File: src/rtl/osc_su_pkg.sv
package osc_su_pkg;

  localparam int unsigned RST_EXTRA_CYC = 14;

  typedef enum logic [2:0] {
    ST_IDLE  = 3'd0,
    ST_OSC   = 3'd1,
    ST_RCYC  = 3'd2,
    ST_RMS   = 3'd3,
    ST_READY = 3'd4
  } seq_state_e;

  // Oscillator cycles to wait on every start, from the option code.
  function automatic int unsigned start_cycles(input logic [2:0] code);
    case (code)
      3'b000, 3'b001:         return 258;
      3'b010, 3'b011, 3'b100: return 1024;
      default:                return 16384;
    endcase
  endfunction

  // Millisecond ticks added after a reset start, from the option code.
  function automatic int unsigned ms_ticks(input logic [2:0] code);
    case (code)
      3'b010, 3'b101:         return 0;
      3'b000, 3'b011, 3'b110: return 4;
      default:                return 64;
    endcase
  endfunction

endpackage

File: src/rtl/osc_su_tick_sync.sv
module osc_su_tick_sync #(
  parameter int STAGES = 2
) (
  input  logic clk,
  input  logic rst_n,
  input  logic tick_async,
  output logic tick_rise
);
  localparam int LAST = STAGES - 1;

  logic [STAGES-1:0] sync_q;
  logic              prev_q;

  generate
    for (genvar i = 0; i < STAGES; i++) begin : g_stage
      if (i == 0) begin : g_first
        always_ff @(posedge clk or negedge rst_n) begin
          if (!rst_n) sync_q[0] <= 1'b0;
          else        sync_q[0] <= tick_async;
        end
      end else begin : g_next
        always_ff @(posedge clk or negedge rst_n) begin
          if (!rst_n) sync_q[i] <= 1'b0;
          else        sync_q[i] <= sync_q[i-1];
        end
      end
    end
  endgenerate

  always_ff @(posedge clk or negedge rst_n) begin
    if (!rst_n) prev_q <= 1'b0;
    else        prev_q <= sync_q[LAST];
  end

  assign tick_rise = sync_q[LAST] & ~prev_q;


  tick_single_chk: assert property (@(posedge clk) disable iff (!rst_n)
    tick_rise |=> !tick_rise);

endmodule

File: src/rtl/osc_su_count.sv
module osc_su_count #(
  parameter int W = 15
) (
  input  logic         clk,
  input  logic         rst_n,
  input  logic         clr,
  input  logic         inc,
  input  logic [W-1:0] target,
  output logic         last
);
  logic [W-1:0] cnt_q;

  assign last = inc && !clr && (cnt_q == target - W'(1));

  always_ff @(posedge clk or negedge rst_n) begin
    if (!rst_n)          cnt_q <= '0;
    else if (clr || last) cnt_q <= '0;
    else if (inc)        cnt_q <= cnt_q + W'(1);
  end


  cnt_bound_chk: assert property (@(posedge clk) disable iff (!rst_n)
    (inc && !clr) |-> (cnt_q < target));

endmodule

File: src/rtl/osc_su_fsm.sv
module osc_su_fsm
  import osc_su_pkg::*;
#(
  parameter int CYC_W = 15,
  parameter int MS_W  = 7
) (
  input  logic             clk,
  input  logic             rst_n,
  input  logic [2:0]       opt_code,
  input  logic             por_release,
  input  logic             wake_req,
  input  logic             sleep_req,
  input  logic             cyc_last,
  input  logic             ms_last,
  output logic             cnt_clr,
  output logic             cyc_inc,
  output logic             ms_en,
  output logic [CYC_W-1:0] cyc_target,
  output logic [MS_W-1:0]  ms_target,
  output logic             ready
);
  seq_state_e st_q, st_d;
  logic [2:0] code_q, code_d;
  logic       path_rst_q, path_rst_d;
  logic       wake_start;

  assign wake_start = wake_req && (st_q == ST_IDLE) && !por_release;
  assign cnt_clr    = por_release || wake_start;
  assign cyc_inc    = (st_q == ST_OSC) || (st_q == ST_RCYC);
  assign ms_en      = (st_q == ST_RMS);
  assign ready      = (st_q == ST_READY);
  assign cyc_target = (st_q == ST_RCYC) ? CYC_W'(RST_EXTRA_CYC)
                                        : CYC_W'(start_cycles(code_q));
  assign ms_target  = MS_W'(ms_ticks(code_q));

  always_comb begin
    st_d       = st_q;
    code_d     = code_q;
    path_rst_d = path_rst_q;
    if (por_release) begin
      st_d       = ST_OSC;
      code_d     = opt_code;
      path_rst_d = 1'b1;
    end else if (wake_start) begin
      st_d       = ST_OSC;
      code_d     = opt_code;
      path_rst_d = 1'b0;
    end else begin
      case (st_q)
        ST_OSC:   if (cyc_last) st_d = path_rst_q ? ST_RCYC : ST_READY;
        ST_RCYC:  if (cyc_last) st_d = (ms_target == '0) ? ST_READY : ST_RMS;
        ST_RMS:   if (ms_last)  st_d = ST_READY;
        ST_READY: if (sleep_req) st_d = ST_IDLE;
        default:  st_d = ST_IDLE;
      endcase
    end
  end

  always_ff @(posedge clk or negedge rst_n) begin
    if (!rst_n) begin
      st_q       <= ST_IDLE;
      code_q     <= '0;
      path_rst_q <= 1'b0;
    end else begin
      st_q       <= st_d;
      code_q     <= code_d;
      path_rst_q <= path_rst_d;
    end
  end


  osc_to_rcyc_chk: assert property (@(posedge clk) disable iff (!rst_n)
    (st_q == ST_OSC && cyc_last && path_rst_q && !por_release) |=> (st_q == ST_RCYC));


  wake_skip_chk: assert property (@(posedge clk) disable iff (!rst_n)
    (st_q == ST_OSC && cyc_last && !path_rst_q && !por_release) |=> (st_q == ST_READY));


  ms_done_chk: assert property (@(posedge clk) disable iff (!rst_n)
    (st_q == ST_RMS && ms_last && !por_release) |=> (st_q == ST_READY));


  restart_chk: assert property (@(posedge clk) disable iff (!rst_n)
    por_release |=> (st_q == ST_OSC && path_rst_q));


  code_hold_chk: assert property (@(posedge clk) disable iff (!rst_n)
    ((st_q == ST_OSC || st_q == ST_RCYC || st_q == ST_RMS) && !por_release) |=> $stable(code_q));


  wake_ignore_chk: assert property (@(posedge clk) disable iff (!rst_n)
    (st_q == ST_READY && wake_req && !sleep_req && !por_release) |=> (st_q == ST_READY));

endmodule

File: src/rtl/osc_startup_seq.sv
module osc_startup_seq #(
  parameter int CYC_W       = 15,
  parameter int MS_W        = 7,
  parameter int SYNC_STAGES = 2
) (
  input  logic       clk_osc,
  input  logic       rst_n,
  input  logic [2:0] opt_code,
  input  logic       ms_tick,
  input  logic       por_release,
  input  logic       wake_req,
  input  logic       sleep_req,
  output logic       clk_en
);
  logic             cnt_clr, cyc_inc, ms_en, cyc_last, ms_last, tick_rise;
  logic [CYC_W-1:0] cyc_target;
  logic [MS_W-1:0]  ms_target;

  osc_su_tick_sync #(.STAGES(SYNC_STAGES)) u_sync (
    .clk(clk_osc), .rst_n(rst_n), .tick_async(ms_tick), .tick_rise(tick_rise)
  );

  osc_su_count #(.W(CYC_W)) u_cyc (
    .clk(clk_osc), .rst_n(rst_n), .clr(cnt_clr), .inc(cyc_inc),
    .target(cyc_target), .last(cyc_last)
  );

  osc_su_count #(.W(MS_W)) u_ms (
    .clk(clk_osc), .rst_n(rst_n), .clr(cnt_clr), .inc(ms_en && tick_rise),
    .target(ms_target), .last(ms_last)
  );

  osc_su_fsm #(.CYC_W(CYC_W), .MS_W(MS_W)) u_fsm (
    .clk(clk_osc), .rst_n(rst_n), .opt_code(opt_code),
    .por_release(por_release), .wake_req(wake_req), .sleep_req(sleep_req),
    .cyc_last(cyc_last), .ms_last(ms_last), .cnt_clr(cnt_clr),
    .cyc_inc(cyc_inc), .ms_en(ms_en), .cyc_target(cyc_target),
    .ms_target(ms_target), .ready(clk_en)
  );


  en_hold_chk: assert property (@(posedge clk_osc) disable iff (!rst_n)
    (clk_en && !sleep_req && !por_release) |=> clk_en);


  en_drop_chk: assert property (@(posedge clk_osc) disable iff (!rst_n)
    (clk_en && sleep_req && !por_release) |=> !clk_en);


  en_restart_chk: assert property (@(posedge clk_osc) disable iff (!rst_n)
    por_release |=> !clk_en);

endmodule

File: config.mk
export PLATFORM = sky130hd
export DESIGN_NAME = osc_startup_seq
export DESIGN_NICKNAME = d
export VERILOG_FILES = /design/src/rtl/osc_su_pkg.sv /design/src/rtl/osc_su_tick_sync.sv /design/src/rtl/osc_su_count.sv /design/src/rtl/osc_su_fsm.sv /design/src/rtl/osc_startup_seq.sv
export SDC_FILE = /design/constraint.sdc
export NUM_CORES = 1
export LEC_CHECK = 0
export BUFFER_PORTS_ARGS = -buffer_cell sky130_fd_sc_hd__clkbuf_2
export CELL_PAD_IN_SITES_DETAIL_PLACEMENT = 1
export CELL_PAD_IN_SITES_GLOBAL_PLACEMENT = 1
export CORE_UTILIZATION = 29
export CTS_CLUSTER_DIAMETER = 40
export DETAILED_ROUTE_END_ITERATION = 8
export PLACE_DENSITY_LB_ADDON = 0.1
export SKIP_CTS_REPAIR_TIMING = 1
export SKIP_LAST_GASP = 1
export SLEW_MARGIN = 20
export SYNTH_ARGS = -nofsm -noshare
export SYNTH_HDL_FRONTEND = slang
export SYNTH_SLANG_ARGS = --single-unit
File: constraint.sdc
create_clock -name clk_osc -period 3.2 [get_ports clk_osc]
set_input_delay 0.16 -clock clk_osc [delete_from_list [all_inputs] [get_ports clk_osc]]
set_output_delay 0.16 -clock clk_osc [all_outputs]
set_load 0.05 [all_outputs]
==> qor.yml <==
place:
  dp.cells: 261
  gp_congestion: 0.7987
  portBuffers: 9
  place_hpwl_um: 2875
  post_dp_cell_area_um2: 1857
yosys:
  synthCells: 184
  yosys_warnings: 0
  syn_area_per_cell_um2: 9.445
  ys.flop_type: "dfrtp_1"
  syn_area_um2: 1738
  synthArstFlopShare_pct: 100.0
  syn_nets: 195
  yosysSeqAreaShare_pct: 46.08
  synth-edff-count: 0
  ys_ff_latch: 32
  synth_cell_types: 41
detailed_routing:
  vias: 1366
  drc: 0
  viasPerCell: 5.116
  dr.pass1.iters: 4
  avgRoutedWirePerCell_um: 14.97
  postRouteAntennaNets: 0
  routed_wirelength_um: 3998
  drt_iter0_drc: 59
clock_network:
  cts_tree: "built"
  clock_latency_ns: 0.28
  htree_levels: 2
  clk_pin_slew_ns: 0.07
  cts_root_buffer: "clkbuf_8"
  clockBufferDepth: 2
  cts-buffers-inserted: 5
  cts_num_sinks: 32
die:
  initial_utilization_pct: 30.81
  fp-row-count: 27
  coreArea_um2: 5642
  die-width_um: 79.42
  ios: 10
  die_y_um: 79.42
  die_area_um2: 6307
worst_setup_path:
  critical_path_arrival_ns: 2.56
  cp_slowest_cell: "or4_1"
  cp-end-kind: "flop"
  crit_required_ns: 3.36
  reg2reg_slack_ns: 0.81
  critPathMaxStageDelay_ns: 0.57
  r2r_cells: 6
  cp_max_fo: 12
  crit_path_start_kind: "flop"
  r2r_end: "u_fsm.st_q[1]"
  critPathKind: "flop to flop"
  timing.rr.start: "u_fsm.st_q[1]"
  worstPathCellList: "nor3b_2 -> or4_1 -> a22oi_2 -> a21oi_2 -> a311o_1 -> a32o_1"
grt:
  antenna_found_initial: 0
  grt_overflow: 0
  grt_pass1_wl_um: 7127
  track_usage_pct: 14.70
  grt_pass1_vias: 1426
  grt_max_degree: 33
power_and_ir_drop:
  power.total_mw: 1.042
  leakage_nw: 0.7876
  power_density_nw_per_um2: 538.6
  irDropWorstVdd_mv: 0.2302
cells_and_area:
  fin_nets: 208
  multi_input_area_um2: 902.1
  antennaDiodeCount: 0
  final_area_um2: 1936
  fin_cells: 267
  n_fill_cell: 654
  drive_gt1_share_pct: 12.31
  final_util_pct: 34.31
  synthToLayoutAreaGrowth_pct: 11.38
  ff_latch_area_um2: 800.8
min_path:
  hold_path_class: "primary input to asynchronous set/reset pin"
sta:
  worstMarginPinSlew_ns: 0.8562
  finalMaxSlewViolations: 0
  max_freq_mhz: 418.0
  hold_slack_ns: -0.02411
  rsz0062_at_grt: "no"
  fin_crit_ns: 2.393
  period_share_pct: 74.77
  setup_tns_ns: 0
  hold_viol: 32
  skew_ns: 0.008528
  setup_viol: 0
  relSlewSlack_pct: 42.92
flow_run:
  drv_cap: 0
status:
  outcome: "complete, but fails checks"
  failed_checks: "hold timing"
==> layout by cell type, fill, tap and decap left out, types with 2 or more instances in the layout <==
cell / Yosys / layout
a21oi_1: 9 / 9
a32o_1: 2 / 2
and3_1: 2 / 2
and4_1: 3 / 3
clkbuf_2: 1 / 9
clkbuf_8: 0 / 5
dfrtp_1: 32 / 32
ha_1: 2 / 2
inv_1: 3 / 3
mux2_2: 3 / 3
mux2i_1: 2 / 2
nand2_1: 19 / 19
nand2b_1: 4 / 4
nand3_1: 6 / 6
nand3b_1: 2 / 2
nand4_1: 3 / 3
nor2_1: 33 / 33
nor3_1: 5 / 5
nor4_1: 5 / 5
o21ai_0: 3 / 3
o311ai_0: 2 / 2
or3_1: 2 / 2
xnor2_1: 9 / 9
xor2_1: 12 / 12
==> worst max-delay path by stage <==
stage                  startpoint       endpoint  slack, ns  depth (start not counted)
floorplan           u_fsm.st_q[1]  u_fsm.st_q[0]       0.75                          6
global placement    u_fsm.st_q[1]  u_fsm.st_q[1]       0.93                          6
global route        u_fsm.st_q[0]  u_fsm.st_q[1]       0.66                          6
detailed placement  u_fsm.st_q[1]  u_fsm.st_q[1]       0.82                          6
CTS                 u_fsm.st_q[1]  u_fsm.st_q[1]       0.81                          6
finish              u_fsm.st_q[1]  u_fsm.st_q[1]       0.81                          6
==> cells by family after synthesis <==
family / count (synthesis) / share of synthesized area (%)
adders and majority gates: 2 / 1.440
DFF: 32 / 46.08
xor gates and xnor gates: 21 / 10.58
muxes: 5 / 3.096
buffers and inverters: 8 / 2.015
AOI/OAI and AO/OA: 25 / 10.37
and+or+nand+nor: 91 / 26.42
==> critical path: cells and delay by family, from the launching register on <==
family	cells	cell delay (ns)
and+or+nand+nor	2	0.82
DFF	1	0.51
AOI/OAI and AO/OA	4	0.94
==> flip-flops by register name, summed over array words and instances (netlist names) <==
signal	flops
u_cyc.cnt_q	15
u_ms.cnt_q	7
u_fsm.code_q	3
u_fsm.st_q	3
u_sync.sync_q	2
u_fsm.path_rst_q	1
u_sync.prev_q	1
==> Yosys cell counts (all sizes together), types with 3 or more instances <==
library cell,instances,share of area [%]
and4,3,1.5
xor2,12,6.0
nor3,6,2.0
inv,3,0.65
a21oi,10,3.1
nand4,3,1.1
mux2,3,1.9
buf,3,0.86
xnor2,9,4.5
nand3,6,1.7
nand2,19,4.1
nand2b,4,1.4
nor2,33,7.1
o21ai,4,1.4
nor4,6,2.5
dfrtp,32,46
==> final cells by class <==
class | instances | area share (%)
timing repair buffer | 11 | 3.232
clock buffer | 5 | 3.555
tap | 72 | 4.654
sequential | 32 | 41.37
inverter | 3 | 0.5818
multi-input combinational | 144 | 46.61
==> power by group <==
part / total [mW] / internal [mW] / switching (mW)
registers: 0.508 / 0.438 / 0.0698
logic: 0.257 / 0.111 / 0.146
clock network: 0.277 / 0.140 / 0.138
total: 1.04 / 0.689 / 0.354
==> metrics by stage <==
stage	setup slack, ns	hold WS, ns
CTS	0.8092	-0.03156
floorplan	0.7482	-0.1356
global placement	0.9263	0.2687
detailed placement	0.8187	0.2704
finish	0.8074	-0.02411
global route	0.6619	0.02731
==> per-layer routing <==
metal  global-route usage, %  vias to the layer above  wire length, um
met2                   22.84                       13             1841
li1                        -                      674                -
met5                       0                        -                0
met1                   20.44                      675             2036
met4                   3.818                        0               35
met3                   3.429                        4               85
(Power assumes the default switching activity.)
